===== src/rtl/pgsel_pkg.sv =====
package pgsel_pkg;
  localparam int unsigned DEF_DATA_W = 6;
  localparam int unsigned DEF_LANES  = 8;
  localparam int unsigned DEF_PAGES  = 54;

  // True when a page number addresses a populated group of results.
  function automatic bit page_valid(input int unsigned page, input int unsigned pages);
    return page < pages;
  endfunction

  // Flat result-bus index of a lane within a page.
  function automatic int unsigned lane_index(input int unsigned page, input int unsigned lane,
                                             input int unsigned lanes);
    return page * lanes + lane;
  endfunction
endpackage


===== src/rtl/pgsel_steer.sv =====
// Turns the sampled mode pin into two mutually exclusive load strobes.
module pgsel_steer (
  input  logic mode_pg,
  output logic ld_page,
  output logic ld_stim
);
  always_comb begin
    ld_page = mode_pg;
    ld_stim = ~mode_pg;
  end
endmodule


===== src/rtl/pgsel_reg.sv =====
// Loadable register with synchronous clear; holds when not loaded.
module pgsel_reg #(
  parameter int unsigned W = 6
) (
  input  logic         clk,
  input  logic         rst,
  input  logic         ld,
  input  logic [W-1:0] d,
  output logic [W-1:0] q
);
  always_ff @(posedge clk) begin
    if (rst)     q <= '0;
    else if (ld) q <= d;
  end
endmodule


===== src/rtl/pgsel_mux.sv =====
// Combinational page selector: one generated selector per output lane.
module pgsel_mux #(
  parameter int unsigned SEL_W = 6,
  parameter int unsigned LANES = 8,
  parameter int unsigned PAGES = 54
) (
  input  logic [SEL_W-1:0]       sel,
  input  logic [LANES*PAGES-1:0] res,
  output logic [LANES-1:0]       out
);
  import pgsel_pkg::*;

  for (genvar k = 0; k < LANES; k++) begin : g_lane
    always_comb begin
      out[k] = 1'b0;
      for (int unsigned p = 0; p < PAGES; p++) begin
        if (sel == SEL_W'(p))
          out[k] = res[lane_index(p, k, LANES)];
      end
    end
  end
endmodule


===== src/rtl/page_sel_front.sv =====
// Pin front end: steers shared data pins into a page or a stimulus register.
module page_sel_front #(
  parameter int unsigned DATA_W = pgsel_pkg::DEF_DATA_W,
  parameter int unsigned LANES  = pgsel_pkg::DEF_LANES,
  parameter int unsigned PAGES  = pgsel_pkg::DEF_PAGES,
  localparam int unsigned RES_W = LANES * PAGES
) (
  input  logic              clk,
  input  logic              rst,
  input  logic              mode_pg,
  input  logic [DATA_W-1:0] pin_data,
  input  logic [RES_W-1:0]  result_bus,
  output logic [DATA_W-1:0] stim,
  output logic [LANES-1:0]  out_pins
);
  // Named internal events, visible to the bound checker.
  logic              ld_page;
  logic              ld_stim;
  logic [DATA_W-1:0] page_q;

  pgsel_steer u_steer (
    .mode_pg (mode_pg),
    .ld_page (ld_page),
    .ld_stim (ld_stim)
  );

  pgsel_reg #(.W(DATA_W)) u_page_reg (
    .clk (clk), .rst (rst), .ld (ld_page), .d (pin_data), .q (page_q)
  );

  pgsel_reg #(.W(DATA_W)) u_stim_reg (
    .clk (clk), .rst (rst), .ld (ld_stim), .d (pin_data), .q (stim)
  );

  pgsel_mux #(.SEL_W(DATA_W), .LANES(LANES), .PAGES(PAGES)) u_mux (
    .sel (page_q), .res (result_bus), .out (out_pins)
  );
endmodule


===== config.mk =====
export PLATFORM = sky130hd
export DESIGN_NAME = page_sel_front
export DESIGN_NICKNAME = d
export VERILOG_FILES = /design/src/rtl/pgsel_pkg.sv /design/src/rtl/pgsel_steer.sv /design/src/rtl/pgsel_reg.sv /design/src/rtl/pgsel_mux.sv /design/src/rtl/page_sel_front.sv
export SDC_FILE = /design/constraint.sdc
export NUM_CORES = 1
export LEC_CHECK = 0
export BUFFER_PORTS_ARGS = -buffer_cell sky130_fd_sc_hd__buf_2
export CAP_MARGIN = 25
export CORE_AREA = 10 10 169 171
export DETAILED_ROUTE_END_ITERATION = 8
export DIE_AREA = 0 0 179 181
export GPL_TIMING_DRIVEN = 0
export PLACE_DENSITY_LB_ADDON = 0.25
export SLEW_MARGIN = 20
export SYNTH_ARGS = -nofsm -noshare
export SYNTH_HDL_FRONTEND = slang
export SYNTH_HIERARCHICAL = 1
export SYNTH_SLANG_ARGS = --single-unit

===== constraint.sdc =====
create_clock -name clk -period 2.5 [get_ports clk]
set_input_delay 0.375 -clock clk [delete_from_list [all_inputs] [get_ports clk]]
set_output_delay 0.375 -clock clk [all_outputs]
set_load 0.005 [all_outputs]

## Word level (Yosys, flattened, before mapping)

Cells that the tools add are included.

| word-level totals | value |
|---|---|
| register bits after elaboration | 12 |
| output and inout bits | 14 |

| cells by class | value |
|---|---|
| equality and inequality tests | 53 |
| multiplexer cells | 432 |
| reductions and logical operators | 1 |

Operators by type and width:

| cell | number |
|---|---|
| $mux 1 | 432 |
| $eq 6x6->1 const B | 22 |
| $eq 6x5->1 const B | 16 |
| $eq 6x4->1 const B | 8 |
| $eq 6x3->1 const B | 4 |
| $eq 6x2->1 const B | 2 |
| $eq 6x1->1 const B | 1 |
| $logic_not 6->1 | 1 |

## Logic depth before layout (Yosys ltp)

| depth | value |
|---|---|
| depth in word-level cells | 55 |
| depth in mapped cells | 12 |
| mapped depth without buffers | 7 |

## Hierarchy

The synthesis kept the hierarchy.

Modules (own cells, without submodules):

| module | instances | cells each | area an instance (um2) | seq. area each (um2) |
|---|---|---|---|---|
| pgsel_mux | 1 | 868 | 5824.3 | 0.0 |
| pgsel_reg | 2 | 19 | 214.0 | 120.1 |
| pgsel_steer | 1 | 2 | 11.3 | 0.0 |

## Worst setup path after synthesis

No wires, ideal clock.

| path | value |
|---|---|
| path type | reg-to-output |
| from | register u_page_reg.q[1] |
| to | output out_pins[2] |
| data arrival time | 1.994 ns |
| required time | 2.125 ns |
| setup slack | 0.131 ns |
| cell stages (with the launch flop) | 9 |
| buffers on the path | 4 |
| path through | dfxtp_1 > buf_4 > buf_4 > buf_4 > buf_2 > mux4_2 > a211oi_1 > o21ai_0 > o41a_1 |

| on the way | value |
|---|---|
| cells in the longest elaborated chain, start to end | 55 |
| elaborated cells between the ends (all ways) | 108 |

RTL lines:

| what | RTL line | source |
|---|---|---|
| from (decl) | pgsel_reg.sv:9 | `output logic [W-1:0] q` |
| from (signal assigned) | pgsel_reg.sv:12 | `if (rst) q <= '0;` |
| from (signal assigned) | pgsel_reg.sv:13 | `else if (ld) q <= d;` |
| $logic_not 6->1 | pgsel_mux.sv:17 | `if (sel == SEL_W'(p))` |
| $mux 1 (53 in a row) | pgsel_mux.sv:17 |  |
| $mux 1 (*) | pgsel_mux.sv:17 |  |
| to (decl) | page_sel_front.sv:14 | `output logic [LANES-1:0] out_pins` |

Mark *: on every way between the ends. The rest lies on a longest branch, timed or not.

## Final worst setup path

| path | value |
|---|---|
| from | register u_page_reg.q[2] |
| to | output out_pins[0] |

Same word-level chain as after synthesis.

==> run metrics <==
ys async rst share=0%; leakage=4.80 nW; largest net degree at the start of global routing=13; drt wl/cell=34.7 um; syn_nets=between 1000 and 1500; YS warnings=6; ANT nets after route=0; synthesized area=between 6000 and 7000 sq um; CP max-delay cell=dfxtp_4; drt initial violations=~1700; Post-synth EDFFs=0; hold_ws=a little under 0.4 ns; Fillers=~2700; Worst Max-Slew Pin Slew=0.543 ns; CTS tree=yes; fin crit share=128%; reg2reg path depth=3; cell row count=between 50 and 60; TritonCTS buffer count=3; Psw=1.25 mW; CTS root buffer=clkbuf_16; RSZ-0062 raised after global routing=true; Max Root-Sink Buffers=2; arrival time worst endpoint=between 2 and 3 ns; first-pass GRT wire length=83.1 mm; maximum VDD drop=0.420 mV; Primary FF master, synth=dfxtp_1; Final Hold Fails=0; PnR worst setup slack=-0.705 ns; Hold Crit Class=input port to flip-flop; cell area after layout=11200 sq um; hold_buf cts=0; vias per cell=6.35; DRC viols=0; Clk pin slew, worst setup/hold paths=0.04 ns; Final nets=about 1900; maximum clock rate=312 MHz; sequential share of the synthesized area=between 3 and 4%; Crit Path Max Fanout=10; layout cells sized above 1=57.1%; Slowest Stage Delay on Critical Path=between 0.3 and 0.4 ns; synthesized area per cell=6.90 sq um; Clock power frac=11.0%; part of the power in registers=8.1%; Core ar.=25000 sq um; global route overflow=0; power per standard cell area=between 200 and 250 nW/um^2; later-pin clock latency in the skew report=0.24 ns; Tot Pwr=2.64 mW; die height=181 um; Startpoint Class=flip-flop; crit-path cells=buf_8, buf_8, buf_6, nand4b_1, buf_2, nor3_1, a21oi_1, o221ai_1, a21oi_1, o31ai_2, a211oi_2, buf_2; Top Ports=455; failing checks=setup timing; DIE WIDTH=179 um; initial antenna violation count=30; vias in the first global route=11400; Detailed Routing Iterations Pass 1=8; FF+latch count, synth=12; Crit Path Category=flip-flop to primary output; final setup skew=0 ns; Max Cap Viol=0; Placed Cells=1692; GPL Wtd Cong=between 1 and 1.5; Post-Place Cell Area=8950 sq um; sw frac=47.6%; Slew headroom=about 64%; Internal Power=roughly 1.4 mW; Crit path required time=2.12 ns; CTS sink cnt=12; Starting Density=25.0%; htree depth=1; Die ar.=32400 sq um; total global-route track usage=a little over a third; Via Count=11300; Port Buf Inserts=between 400 and 500; synthesized instance count=908; Comb power frac=80.9%; hold depth=3; post-layout min period=3.21 ns; routed wire length=a little over 60 mm; Unique masters post-synth=80; post-place setup slack=-1.44 ns; Crit. End Element=primary output; post-DP HPWL=between 40 and 50 mm; Slew Viols, Final=0; # setup viols final=8; Layout area overhead=78.6%; Post-Layout Cell Count=1781; status=complete, but fails checks
cell usage in the layout, fill, tap and decap left out, types with 8 or more instances in the layout:
master      n
buf_6      37
o22ai_1    29
diode_2    23
nand3_1    25
mux2i_1    53
nor2_1     60
mux4_2     11
and3_1      8
o21ai_1     9
nor3_1     17
clkbuf_4    8
a22oi_1    11
o221ai_2    8
a31oi_1    16
a21oi_1    74
a22oi_2     8
a211oi_1   14
mux2_2     24
o211ai_1   14
buf_12     20
a211oi_2    8
o21ai_0    92
nand2_1    62
nand2_2    11
nor2b_1    15
buf_4      66
o221ai_1   11
buf_2     460
buf_8      17
a32oi_1     8
o21ai_2    10
worst paths after layout:
| kind | start | to | slack, ns |
|---|---|---|---|
| hold reg to reg | u_stim_reg/q[2] | u_stim_reg/q[2] | 0.49 |
| hold / removal | pin_data[3] | u_stim_reg/q[3] | 0.40 |
| setup reg to reg | u_page_reg/q[2] | u_page_reg/q[2] | 1.72 |
| setup / recovery | u_page_reg/q[2] | out_pins[0] | -0.71 |
critical path, delay by kind of cell, from the launching register on:
family,cells,cell delay [ns]
buffers and inverters,5,0.96
flip-flops,1,0.35
AND/OR/NAND/NOR,2,0.29
AO/OA/AOI/OAI,5,0.97
power by group through the flow:
| stage | Combinational (mW) | Clock [mW] | Sequential, mW |
|---|---|---|---|
| floorplan | 0.723 | 0 | 0.214 |
| global placement | 1.60 | 0 | 0.214 |
| detailed placement | 1.59 | 0 | 0.215 |
| CTS | 1.93 | 0.298 | 0.212 |
| global route | 2.17 | 0.304 | 0.215 |
| finish | 2.13 | 0.290 | 0.213 |
cell type report:
| cell class | instances | area [sq um] | area share [%] |
|---|---|---|---|
| diodes | 23 | 57.6 | 0.514 |
| inverters | 8 | 32.5 | 0.291 |
| flip-flops and latches | 12 | 256 | 2.29 |
| well taps | 330 | 413 | 3.69 |
| repair buffers | 518 | 2900 | 25.9 |
| multi-input cells | 783 | 6160 | 55.0 |
| clock buffers | 3 | 75.1 | 0.671 |
| plain buffers | 104 | 1300 | 11.6 |
synth_stat cells, types with 4 or more instances:
cell | n | area [sq um]
o21ai_0 | 106 | 531
a21oi_1 | 79 | 395
nand2_1 | 75 | 282
nor2_1 | 67 | 251
mux2i_1 | 55 | 551
buf_2 | 53 | 265
o22ai_1 | 33 | 206
nand3_1 | 28 | 140
mux2_2 | 27 | 304
nor3_1 | 22 | 110
a211oi_1 | 21 | 158
a31oi_1 | 21 | 131
a22oi_1 | 19 | 143
nor2b_1 | 19 | 119
o221ai_1 | 18 | 158
buf_4 | 17 | 128
buf_6 | 16 | 180
o211ai_1 | 14 | 105
dfxtp_1 | 12 | 240
mux4_2 | 11 | 248
clkbuf_1 | 10 | 37.5
a32oi_1 | 9 | 78.8
buf_1 | 9 | 33.8
and3_1 | 8 | 50.1
a2111oi_0 | 7 | 61.3
a21o_1 | 7 | 52.6
inv_1 | 7 | 26.3
o21a_1 | 7 | 52.6
or3_1 | 7 | 43.8
a221oi_1 | 6 | 52.6
a211o_1 | 5 | 43.8
a311oi_1 | 5 | 43.8
o32ai_1 | 5 | 43.8
a32o_1 | 4 | 40.0
and4b_1 | 4 | 40.0
and4bb_2 | 4 | 50.1
nand2b_1 | 4 | 25.0
nand4_1 | 4 | 25.0
nand4bb_1 | 4 | 45.0
o21ai_1 | 4 | 20.0
o22a_1 | 4 | 35.0
o31ai_1 | 4 | 30.0
layer usage:
metal | wire length (um) | vias to the layer above | track usage (%)
met5 | 75 | - | 0
met3 | 8230 | 290 | 10.5
li1 | - | 4671 | -
met1 | 21600 | 5281 | 40.5
met4 | 4460 | 10 | 21.6
met2 | 27400 | 1064 | 55.2
cells by family (layout without fill, tap and decap cells):
logic type,Yosys count,after routing,share of synthesized area (%)
buffers and inverters,113,633,10.8
AO/OA/AOI/OAI,414,414,43.8
flip-flops,12,12,3.84
multiplexers,93,93,17.6
AND/OR/NAND/NOR,276,276,24.0
other,0,23,0
through the flow:
step           utilization, %  setup TNS [ns]
2_1_floorplan               -               0
6_report                 44.7           -4.90
4_1_cts                  42.0           -4.56
5_1_grt                  44.6           -5.05
3_5_place_dp             35.7           -9.73
3_3_place_gp             35.7           -9.84
timing repair:
item                                   CTS  global route
endpoints found under the hold margin    0             0
setup endpoints to repair                8             8
cloned                                   3             3
gates resized for setup                291           101
setup buffers                           42            16
pin swaps                               45            34
state kept, by name, indices dropped and copies added (netlist names):
name	count
u_stim_reg/q	6
u_page_reg/q	6
(Power assumes the default switching activity.)
